## src/rtl/timer_pkg.sv

```systemverilog
`timescale 1ns/1ps
package timer_pkg;
  localparam int SHIFT_W = 3;
  localparam int VEC_W   = 8;
  localparam int ENTRY_PERIODIC_BIT = 17;
  localparam int ENTRY_MASK_BIT     = 16;
  localparam logic [3:0] DIV_KEEP  = 4'hB;

  typedef enum logic [1:0] {
    SEL_ENTRY = 2'd0,
    SEL_LOAD  = 2'd1,
    SEL_NOW   = 2'd2,
    SEL_DIV   = 2'd3
  } reg_sel_e;

  typedef struct packed {
    logic             periodic;
    logic             masked;
    logic [VEC_W-1:0] vec;
  } entry_t;

  // shift = ({b3,b1,b0} + 1) mod 8
  function automatic logic [SHIFT_W-1:0] div_shift(input logic [3:0] cfg);
    logic [SHIFT_W-1:0] code;
    code = {cfg[3], cfg[1], cfg[0]};
    return code + SHIFT_W'(1);
  endfunction

  // all-ones limit of the prescaler phase for a given shift
  function automatic logic [(1<<SHIFT_W)-2:0] phase_limit(input logic [SHIFT_W-1:0] sh);
    return ~({((1<<SHIFT_W)-1){1'b1}} << sh);
  endfunction
endpackage

```

## src/rtl/timer_regs.sv

```systemverilog
`timescale 1ns/1ps
module timer_regs
  import timer_pkg::*;
#(
  parameter int CNT_W = 32
) (
  input  logic             clk,
  input  logic             rst_n,
  input  logic             wr_en,
  input  logic [1:0]       addr,
  input  logic [31:0]      wdata,
  input  logic [CNT_W-1:0] live_count,
  output entry_t           entry,
  output logic [CNT_W-1:0] reload_val,
  output logic [3:0]       div_cfg,
  output logic             reload_wr,
  output logic             div_wr,
  output logic [31:0]      rdata
);
  logic entry_wr;

  assign entry_wr  = wr_en && (reg_sel_e'(addr) == SEL_ENTRY);
  assign reload_wr = wr_en && (reg_sel_e'(addr) == SEL_LOAD);
  assign div_wr    = wr_en && (reg_sel_e'(addr) == SEL_DIV);

  always_ff @(posedge clk or negedge rst_n) begin
    if (!rst_n) begin
      entry      <= '{periodic: 1'b0, masked: 1'b1, vec: '0};
      reload_val <= '0;
      div_cfg    <= '0;
    end else begin
      if (entry_wr) begin
        entry.periodic <= wdata[ENTRY_PERIODIC_BIT];
        entry.masked   <= wdata[ENTRY_MASK_BIT];
        entry.vec      <= wdata[VEC_W-1:0];
      end
      if (reload_wr) reload_val <= wdata[CNT_W-1:0];
      if (div_wr)    div_cfg    <= wdata[3:0] & DIV_KEEP;
    end
  end

  always_comb begin
    rdata = '0;
    unique case (reg_sel_e'(addr))
      SEL_ENTRY: begin
        rdata[ENTRY_PERIODIC_BIT] = entry.periodic;
        rdata[ENTRY_MASK_BIT]     = entry.masked;
        rdata[VEC_W-1:0]          = entry.vec;
      end
      SEL_LOAD: rdata[CNT_W-1:0] = reload_val;
      SEL_NOW:  rdata[CNT_W-1:0] = live_count;
      SEL_DIV:  rdata[3:0]       = div_cfg;
      default:  rdata = '0;
    endcase
  end
endmodule

```

## src/rtl/timer_prescaler.sv

```systemverilog
`timescale 1ns/1ps
module timer_prescaler
  import timer_pkg::*;
(
  input  logic               clk,
  input  logic               rst_n,
  input  logic               restart,
  input  logic [SHIFT_W-1:0] shift,
  output logic               tick
);
  localparam int PH_W = (1 << SHIFT_W) - 1;

  logic [PH_W-1:0] phase;
  logic [PH_W-1:0] limit;

  assign limit = phase_limit(shift);
  assign tick  = !restart && (phase == limit);

  always_ff @(posedge clk or negedge rst_n) begin
    if (!rst_n)                phase <= '0;
    else if (restart || tick)  phase <= '0;
    else                       phase <= phase + PH_W'(1);
  end
endmodule

```

## src/rtl/timer_core.sv

```systemverilog
`timescale 1ns/1ps
module timer_core #(
  parameter int CNT_W = 32
) (
  input  logic             clk,
  input  logic             rst_n,
  input  logic             tick,
  input  logic             load,
  input  logic [CNT_W-1:0] load_val,
  input  logic [CNT_W-1:0] reload_val,
  input  logic             periodic,
  output logic [CNT_W-1:0] count,
  output logic             expire
);
  logic armed;
  logic at_zero;

  assign at_zero = (count == '0);
  assign expire  = tick && armed && at_zero && (!periodic || (reload_val != '0));

  always_ff @(posedge clk or negedge rst_n) begin
    if (!rst_n) begin
      count <= '0;
      armed <= 1'b0;
    end else if (load) begin
      count <= load_val;
      armed <= 1'b1;
    end else if (tick) begin
      if (!at_zero)      count <= count - CNT_W'(1);
      else if (armed) begin
        if (periodic)    count <= reload_val;
        else             armed <= 1'b0;
      end
    end
  end
endmodule

```

## src/rtl/irq_countdown_timer.sv

```systemverilog
`timescale 1ns/1ps
module irq_countdown_timer
  import timer_pkg::*;
#(
  parameter int CNT_W = 32
) (
  input  logic             clk,
  input  logic             rst_n,
  input  logic             reg_wr,
  input  logic [1:0]       reg_addr,
  input  logic [31:0]      reg_wdata,
  output logic [31:0]      reg_rdata,
  output logic             irq_pulse,
  output logic [VEC_W-1:0] irq_vector
);
  entry_t             entry;
  logic [CNT_W-1:0]   reload_val;
  logic [CNT_W-1:0]   live_count;
  logic [3:0]         div_cfg;
  logic               reload_wr;
  logic               div_wr;
  logic               tick;
  logic               expire;
  logic               entry_masked;
  logic               entry_periodic;
  logic [VEC_W-1:0]   entry_vec;

  assign entry_masked   = entry.masked;
  assign entry_periodic = entry.periodic;
  assign entry_vec      = entry.vec;

  timer_regs #(.CNT_W(CNT_W)) i_regs (
    .clk(clk), .rst_n(rst_n), .wr_en(reg_wr), .addr(reg_addr), .wdata(reg_wdata),
    .live_count(live_count), .entry(entry), .reload_val(reload_val),
    .div_cfg(div_cfg), .reload_wr(reload_wr), .div_wr(div_wr), .rdata(reg_rdata)
  );

  timer_prescaler i_pre (
    .clk(clk), .rst_n(rst_n), .restart(reload_wr || div_wr),
    .shift(div_shift(div_cfg)), .tick(tick)
  );

  timer_core #(.CNT_W(CNT_W)) i_core (
    .clk(clk), .rst_n(rst_n), .tick(tick), .load(reload_wr),
    .load_val(reg_wdata[CNT_W-1:0]), .reload_val(reload_val),
    .periodic(entry_periodic), .count(live_count), .expire(expire)
  );

  always_ff @(posedge clk or negedge rst_n) begin
    if (!rst_n) begin
      irq_pulse  <= 1'b0;
      irq_vector <= '0;
    end else begin
      irq_pulse  <= expire && !entry_masked;
      irq_vector <= (expire && !entry_masked) ? entry_vec : '0;
    end
  end
endmodule

```

## config.mk

```make
export PLATFORM = sky130hd
export DESIGN_NAME = irq_countdown_timer
export DESIGN_NICKNAME = d
export VERILOG_FILES = /design/src/rtl/timer_pkg.sv /design/src/rtl/timer_regs.sv /design/src/rtl/timer_prescaler.sv /design/src/rtl/timer_core.sv /design/src/rtl/irq_countdown_timer.sv
export SDC_FILE = /design/constraint.sdc
export NUM_CORES = 1
export LEC_CHECK = 0
export ABC_AREA = 1
export BUFFER_PORTS_ARGS = -buffer_cell sky130_fd_sc_hd__buf_2
export CORE_UTILIZATION = 45
export DETAILED_ROUTE_END_ITERATION = 16
export PLACE_DENSITY = 0.71
export REMOVE_ABC_BUFFERS = 1
export SLEW_MARGIN = 20
export SYNTH_ARGS = -nofsm -noshare
export SYNTH_HDL_FRONTEND = slang
export SYNTH_HIERARCHICAL = 1
export SYNTH_SLANG_ARGS = --single-unit
```

## constraint.sdc

```tcl
create_clock -name clk -period 1.93 [get_ports clk]
set_input_delay 0.386 -clock clk [delete_from_list [all_inputs] [get_ports clk]]
set_output_delay 0.386 -clock clk [all_outputs]
set_load 0.01 [all_outputs]
```

==> summary.md <==
| Metric | Value |
|---|---|
| Type of the worst min-delay path | `in -> reg` |
| PortBufs | `77` |
| Final period demand of the worst path | `around 2.1 ns` |
| Launch point of the worst reg-to-reg path | `i_regs/div_cfg[0]` |
| End point of the worst hold path | `i_regs/reload_val[25]` |
| Std cell rows | `between 40 and 50` |
| Total congestion overflow | `0` |
| Max stage delay on crit path | `0.41 ns` |
| Post-detailed-route DRC marker count | `0` |
| Setup skew after layout | `0.00915 ns` |
| Global-route wire length before repair | `~32 mm` |
| Clock-pin transition on the worst setup and hold timing paths | `0.07 ns` |
| Maximum buffer depth of the clock tree | `2` |
| Worst-Margin Slew | `around 0.47 ns` |
| DP HPWL | `around 14 mm` |
| P_leak | `0.00455 uW` |
| Number of antenna violations at the first check in global routing | `0` |
| Utilization after layout | `58.1%` |
| Clock tree root driver cell | `clkbuf_16` |
| I/O pin count | `78` |
| Final WS setup | `-0.197 ns` |
| Most Frequent Cell on Critical Path | `nand2_1` |
| P&R area growth vs syn | `24.5%` |
| CTS buffer count | `9` |
| Global placement routability congestion | `0.961` |
| Overall fraction of global-route tracks in use | `27.3%` |
| Critical Path AT | `2.38 ns` |
| CTS H-tree lvls | `3` |
| Cell count after synthesis | `a little over 1000` |
| Peak clock frequency supported by timing | `470 MHz` |
| Final routed wire length divided by cell count | `14.0 microns` |
| Number of vias per cell | `between 5 and 6` |
| Worst reg2reg path depth | `16` |
| Final nets | `1223` |
| Required time reported for the critical path endpoint | `2.18 ns` |
| Buf+Inv Stages, Crit Path | `2` |
| Run status | `finished with violations` |
| Cell family with the largest share of critical-path delay | `simple AND/OR/NAND/NOR gates` |
| Area of the mapped netlist | `around 6600 sq um` |
| Min-Delay Startpoint | `reg_wdata[25]` |
| Post-route ant nets | `0` |
| Insertion delay of the later-clocked pin in the worst-skew pair | `0.36 ns` |
| Yosys warns | `6` |
| Cell count of the worst hold path | `3` |
| Pwr/cell area | `1070 nW/um^2` |
| Fraction of layout instances using a drive strength above 1 | `21.9%` |
| Total via count in the routed design | `around 7000` |
| Worst setup timing slack at the placement stage | `-0.357 ns` |
| Number of violations of the max-capacitance limit | `0` |
| Final hold vios | `0` |
| First-pass detailed-route iteration total | `7` |
| RSZ-0062 raised after global routing | `yes` |
| Largest voltage drop on the vdd net | `0.517 mV` |
| Cell with the biggest individual delay on the critical path | `dfrtp_1` |
| Antenna diodes | `0` |
| Detailed router's first-iteration violation count | `484` |
| Number of endpoints failing setup at the final stage | `41` |
| DIE HEIGHT | `around 120 microns` |
| Initial cell density of the core | `46.7%` |
| Crit path capture type | `register` |
| Reg-to-reg critical path endpoint | `i_core/count[19]` |
| Fin crit share | `110%` |
| Die area | `15000 sq um` |
| Worst Path Class, Setup | `reg -> reg` |
| Vias in the first global route | `around 6500` |
| Max-slew violation count | `0` |
| Mean post-synth cell area | `roughly 6.3 sq um` |
| Critical Path, Cell by Cell | `ha_4, nand2_2, nand2_4, nor2_4, nand2_1, nand2_1, nand2_1, nor2_2, nand3_2, nor2_2, nor2_1, inv_1, nand2_4, buf_12, a21boi_2, nand2_1` |
| Worst slew margin | `between 60 and 70%` |
| Area inside the core boundary | `roughly 14000 sq um` |
| Startpoint type of the worst setup path | `register` |
| CTS tree | `yes` |
| Worst-case hold slack | `approximately 0.23 ns` |
| Worst reg-to-reg setup slack | `-0.20 ns` |
| Final Routed Wirelength | `around 19 mm` |
| Setup TNS Final | `-6.29 ns` |
| Clock Sinks | `94` |
| Pin count of the biggest net entering global routing | `between 40 and 50` |
| Horizontal extent of the die | `123 microns` |
| Violations in the final reports | `negative setup slack` |
| Crit-path max FO | `20` |
## how the worst max path moves through the flow
stage / end / depth (start not counted) / start / slack (ns)
final: i_core/count[19] / 16 / i_regs/div_cfg[0] / -0.20
after global routing: i_core/count[19] / 16 / i_regs/div_cfg[0] / -0.36
after CTS: i_core/count[27] / 17 / i_regs/div_cfg[0] / -0.19
after detailed placement: i_core/count[27] / 17 / i_regs/div_cfg[0] / -0.36
after global placement: irq_vector[4] / 16 / i_regs/div_cfg[0] / -0.26
after floorplan: i_core/count[16] / 12 / reg_addr[1] / -1.14
## timing repair
action	4_1_cts	5_1_grt
buffers inserted	2	1
hold buffers	1	0
cloned	1	1
endpoints found under the setup margin	42	61
pin swaps	4	4
resized for setup	31	24
hold endpoints to repair	26	0
## layout by cell type, fill, tap and decap left out, types with 2 or more instances in the layout
cell type and instances:
xor2_1 10, nand4_1 8, buf_6 2, a21oi_1 42, o21ai_1 24, nor2_2 31
a21oi_2 8, nand3_1 60, nor2_1 137, buf_2 76, nand2_2 7, inv_2 4
nand3_2 5, buf_12 6, o21ai_2 3, nor3_1 2, ha_1 7, nand3b_1 4
nand2_4 7, xnor2_1 4, clkbuf_16 10, o21ai_0 14, o211ai_1 2, dfrtp_1 93
nor2_4 5, a21boi_2 2, inv_6 3, nor4_1 4, nand2_1 384, buf_4 79
inv_1 123
## per-stage QoR
stage          area [sq um]  total power, uW  cells
2_1_floorplan          6310             5160   1000
3_3_place_gp           7620             6660   1340
3_5_place_dp           7620             6720   1340
4_1_cts                8040             8670   1360
5_1_grt                8150             9430   1362
6_report               8150             8750   1362
## sequential cells by signal, indices dropped and copies added, names as in the netlist
register,cells
irq_pulse,1
i_regs/div_cfg,3
i_core/armed,1
i_core/count,32
i_pre/phase,7
i_regs/reload_val,32
i_regs/entry,10
irq_vector,8
## routing by layer
metal / vias up / global-route usage, % / wire length [microns]
li1: 3472 / - / -
met1: 3246 / 38.9 / 9130
met2: 169 / 42.8 / 8730
met3: 18 / 3.30 / 971
met4: 0 / 9.07 / 289
met5: - / 0 / 0
## worst min-delay path: cells and delay by family
kind                   cells  cell delay (ns)
buffers and inverters      1             0.08
AND/OR/NAND/NOR            2             0.09
## area by class of cell
| class | instances | area, sq um |
|---|---|---|
| Clock inverter | 6 | 68.8 |
| Clock buffer | 10 | 229 |
| Tap cell | 180 | 225 |
| Sequential cell | 94 | 2350 |
| Fill cell | 1392 | 5890 |
| Multi-Input combinational cell | 778 | 3630 |
| Timing Repair Buffer | 165 | 1150 |
| Inverter | 129 | 492 |
## report_power, final
part	total, uW	switching, uW	internal (uW)
sequential	2900	442	2460
clock	1840	824	1010
combinational	4020	2350	1670
total	8750	3620	5140
(Power assumes the default switching activity.)
